$ cat src/rtl/alu3_pkg.sv
package alu3_pkg;
  localparam int CODE_W = 3;

  // output path chosen by the low two code bits
  typedef enum logic [1:0] {
    PATH_AND = 2'b00,
    PATH_OR  = 2'b01,
    PATH_SUM = 2'b10,
    PATH_LT  = 2'b11
  } path_e;

  // full code of the one unused combination
  localparam logic [CODE_W-1:0] CODE_UNUSED = 3'b011;
endpackage

$ cat src/rtl/alu3_binv.sv
module alu3_binv #(
  parameter int W = 32
) (
  input  logic [W-1:0] b_in,
  input  logic         inv,
  output logic [W-1:0] b_out
);
  genvar gi;
  generate
    for (gi = 0; gi < W; gi++) begin : g_bit
      assign b_out[gi] = b_in[gi] ^ inv;
    end
  endgenerate
endmodule

$ cat src/rtl/alu3_adder.sv
module alu3_adder #(
  parameter int W = 32
) (
  input  logic [W-1:0] x,
  input  logic [W-1:0] z,
  input  logic         cin,
  output logic [W-1:0] sum
);
  logic [W:0] full;
  assign full = {1'b0, x} + {1'b0, z} + {{W{1'b0}}, cin};
  assign sum  = full[W-1:0];
endmodule

$ cat src/rtl/alu3_outsel.sv
module alu3_outsel
  import alu3_pkg::*;
#(
  parameter int W = 32
) (
  input  logic [W-1:0]      a,
  input  logic [W-1:0]      bx,
  input  logic [W-1:0]      sum,
  input  logic [CODE_W-1:0] code,
  output logic [W-1:0]      y
);
  path_e path;
  assign path = path_e'(code[1:0]);

  always_comb begin
    unique case (path)
      PATH_AND: y = a & bx;
      PATH_OR:  y = a | bx;
      PATH_SUM: y = sum;
      PATH_LT:  y = (code == CODE_UNUSED) ? '0 : {{(W-1){1'b0}}, sum[W-1]};
      default:  y = '0;
    endcase
  end
endmodule

$ cat src/rtl/alu3_core.sv
module alu3_core
  import alu3_pkg::*;
#(
  parameter int W = 32
) (
  input  logic [W-1:0]      a,
  input  logic [W-1:0]      b,
  input  logic [CODE_W-1:0] f,
  output logic [W-1:0]      y,
  output logic              zero
);
  localparam int INV_BIT = CODE_W - 1;

  logic [W-1:0] bx;
  logic [W-1:0] sum;

  alu3_binv #(.W(W)) u_binv (
    .b_in (b),
    .inv  (f[INV_BIT]),
    .b_out(bx)
  );

  // same bit that complements b supplies the +1 of two's complement
  alu3_adder #(.W(W)) u_add (
    .x  (a),
    .z  (bx),
    .cin(f[INV_BIT]),
    .sum(sum)
  );

  alu3_outsel #(.W(W)) u_sel (
    .a   (a),
    .bx  (bx),
    .sum (sum),
    .code(f),
    .y   (y)
  );

  assign zero = ~|y;
endmodule

$ cat config.mk
export PLATFORM = sky130hd
export DESIGN_NAME = alu3_core
export DESIGN_NICKNAME = d
export VERILOG_FILES = /design/src/rtl/alu3_pkg.sv /design/src/rtl/alu3_binv.sv /design/src/rtl/alu3_adder.sv /design/src/rtl/alu3_outsel.sv /design/src/rtl/alu3_core.sv
export SDC_FILE = /design/constraint.sdc
export NUM_CORES = 1
export LEC_CHECK = 0
export BUFFER_PORTS_ARGS = -buffer_cell sky130_fd_sc_hd__buf_2
export CAP_MARGIN = 0
export CORE_MARGIN = 2
export CORE_UTILIZATION = 45
export DETAILED_ROUTE_END_ITERATION = 16
export GPL_TIMING_DRIVEN = 0
export PLACE_DENSITY = 0.72
export REMOVE_ABC_BUFFERS = 1
export SLEW_MARGIN = 15
export SYNTH_ARGS = -nofsm -noshare
export SYNTH_HDL_FRONTEND = slang
export SYNTH_HIERARCHICAL = 1
export SYNTH_SLANG_ARGS = --single-unit
$ cat constraint.sdc
create_clock -name vclk -period 7.5
set_clock_uncertainty 0.2 [all_clocks]
set_input_delay 0 -clock vclk [all_inputs]
set_output_delay 0 -clock vclk [all_outputs]
set_load 0.01 [all_outputs]
==> results.sh <==
export IMPL_status="completed"
export IMPL_fin_total_pwr_mw=0.429
export IMPL_n_clock_buffer=0
export IMPL_coreArea_um2=6760
export IMPL_diodes=0
export IMPL_p_leak_nw=1.56
export IMPL_syn_inst=468
export IMPL_cts_hold_buf=0
export IMPL_setup_viol=0
export IMPL_ys_seq_area_share_pct=0
export IMPL_final_cell_mix="100 x buf_2, 86 x nand2_1, 43 x xor2_1, 33 x o211ai_1, 31 x o21ai_1"
export IMPL_layout_drive_gt1_share_pct=22.4
export IMPL_period_needed_ps=4640
export IMPL_initial_core_util_pct=46.5
export IMPL_die_y_um=87.6
export IMPL_seq_cells=0
export IMPL_crit_type="input pin to output port"
export IMPL_routed_wl_um=9280
export IMPL_hold_path_class="input pin to output port"
export IMPL_critPathSlowestCell="buf_2"
export IMPL_gr_usage_all_layers_pct=24.1
export IMPL_ys_warn_count=6
export IMPL_endpoint_kind="output port"
export IMPL_antenna_found_initial=0
export IMPL_drt_pass1_iterations=5
export IMPL_fin_setup_tns_ps=0
export IMPL_drc=0
export IMPL_globalRouteMet2Util_pct=43.5
export IMPL_num_vias=3668
export IMPL_rows=30
export IMPL_n_fill_cell=718
export IMPL_path_buf_inv=2
export IMPL_drv_cap=0
export IMPL_drt_iter0_markers=159
export IMPL_ir_drop_mv=0.0531
export IMPL_io_buffer_count=100
export IMPL_area_delta_synth_final_pct=13.2
export IMPL_busiest_layer="met2"
export IMPL_die_area_um2=7670
export IMPL_setup_ws_ps=2860
export IMPL_grt_overflow=0
export IMPL_critPathMaxStageDelay_ps=710
export IMPL_grt_pass1_wl_um=15700
export IMPL_max_freq_ghz=0.215
export IMPL_finalCritPeriodShare_pct=61.9
export IMPL_ff_latch_area_um2=0
export IMPL_finalNetCount=640
export IMPL_multi_input_area_um2=2930
export IMPL_yosys_cell_types_count=60
export IMPL_post_cts_resized=0
export IMPL_power_per_cell_area_nw_per_um2=121
export IMPL_ant_nets=0
export IMPL_avgViaCountPerCell=5.93
export IMPL_use_met3_pct=0.377
export IMPL_hold_violations=0
export IMPL_crit_chain="buf_2, xor2_1, fa_1, fa_1, a21o_1, a221o_1, a21oi_2, a21oi_1, nor2_1, xnor2_1, nand2_1, o211ai_1, nor4_1, nand4_1, nor2_1, buf_2"
export IMPL_grt_pass1_vias=3500
export IMPL_io_pins=100
export IMPL_relSlewSlack_pct=27.1
export IMPL_synthesis_area_um2=3140
export IMPL_crit_required_ps=7300
export IMPL_cpLargestDelayFamily="simple AND/OR/NAND/NOR gates"
export IMPL_pre_cts_ws_ps=2870
export IMPL_arrival_ps=4440
export IMPL_startpoint_type="input pin"
export IMPL_drv_slew=0
export IMPL_final_common_cell="buf_2"
export IMPL_critPathMaxFanout=34
export IMPL_dp_hpwl_um=7450
export IMPL_grtUsageMet1_pct=32.9
export IMPL_cts_setup_buffers=0
export IMPL_rsz0062_at_grt="false"
export IMPL_die_width_um=87.6
export IMPL_grt_max_degree=36
export IMPL_wl_per_cell_um=15.0
export IMPL_synth_avg_cell_area_um2=6.71
export IMPL_place_gp_congestion=0.879
export IMPL_tightest_slew_ps=1090
[layout make-up]
cell class / instances / share of cell area (%)
multi-input combinational: 434 / 82.3
timing repair buffer: 101 / 14.5
tap: 80 / 2.81
inverter: 4 / 0.422
[path summary, 6_finish.rpt]
kind	start	end	cells past startpoint
worst min-delay path	a[11]	y[11]	4
worst max-delay path	f[2]	zero	16
[cells by family (layout without fill, tap and decap cells)]
logic type / Yosys count / in the layout / share of synthesized area, %
AOI/OAI and AO/OA: 168 / 168 / 36.3
buffers and inverters: 34 / 105 / 6.93
xor gates and xnor gates: 59 / 59 / 16.4
adders and majority gates: 32 / 32 / 13.2
muxes: 5 / 5 / 1.59
and+or+nand+nor: 170 / 170 / 25.5
[report_power, final]
group	total, mW	switching, mW	internal, mW
sequential	0	0	0
clock	0	0	0
combinational	0.429	0.256	0.173
total	0.429	0.256	0.173
[per-stage QoR]
stage                     utilization, %  instance area, um^2  std cells  hold WS [ps]
after global routing                52.6                 3560        619           232
after global placement              52.4                 3540        618           183
after detailed placement            52.6                 3560        619           196
final                               52.6                 3560        619           196
after CTS                           52.6                 3560        619           196
after floorplan                        -                 2940        438         -83.5
[layer usage]
layer	vias to the layer above	share of wire [%]
li1	1884	-
met1	1675	47
met2	101	48
met3	8	3.6
met4	0	1.1
met5	-	0
[synthesized netlist by cell type, types with 4 or more instances]
master / instances / share of area [%]
nand3_1: 6 / 0.96
buf_2: 13 / 2.1
o211ai_1: 33 / 7.9
nor2_1: 26 / 3.1
xor2_1: 43 / 12
a31oi_1: 4 / 0.80
nand2_1: 86 / 10
a21oi_1: 30 / 4.8
o21ai_1: 31 / 4.9
a21o_1: 12 / 2.9
a211oi_1: 4 / 0.96
o21ai_0: 17 / 2.7
nor4_1: 8 / 1.6
nand4_1: 12 / 2.4
nor3_1: 8 / 1.3
xnor2_1: 16 / 4.5
inv_1: 4 / 0.48
mux2i_1: 5 / 1.6
ha_1: 30 / 12
o21a_1: 5 / 1.2
clkbuf_1: 8 / 0.96
Power figures use the tool's default switching activity.
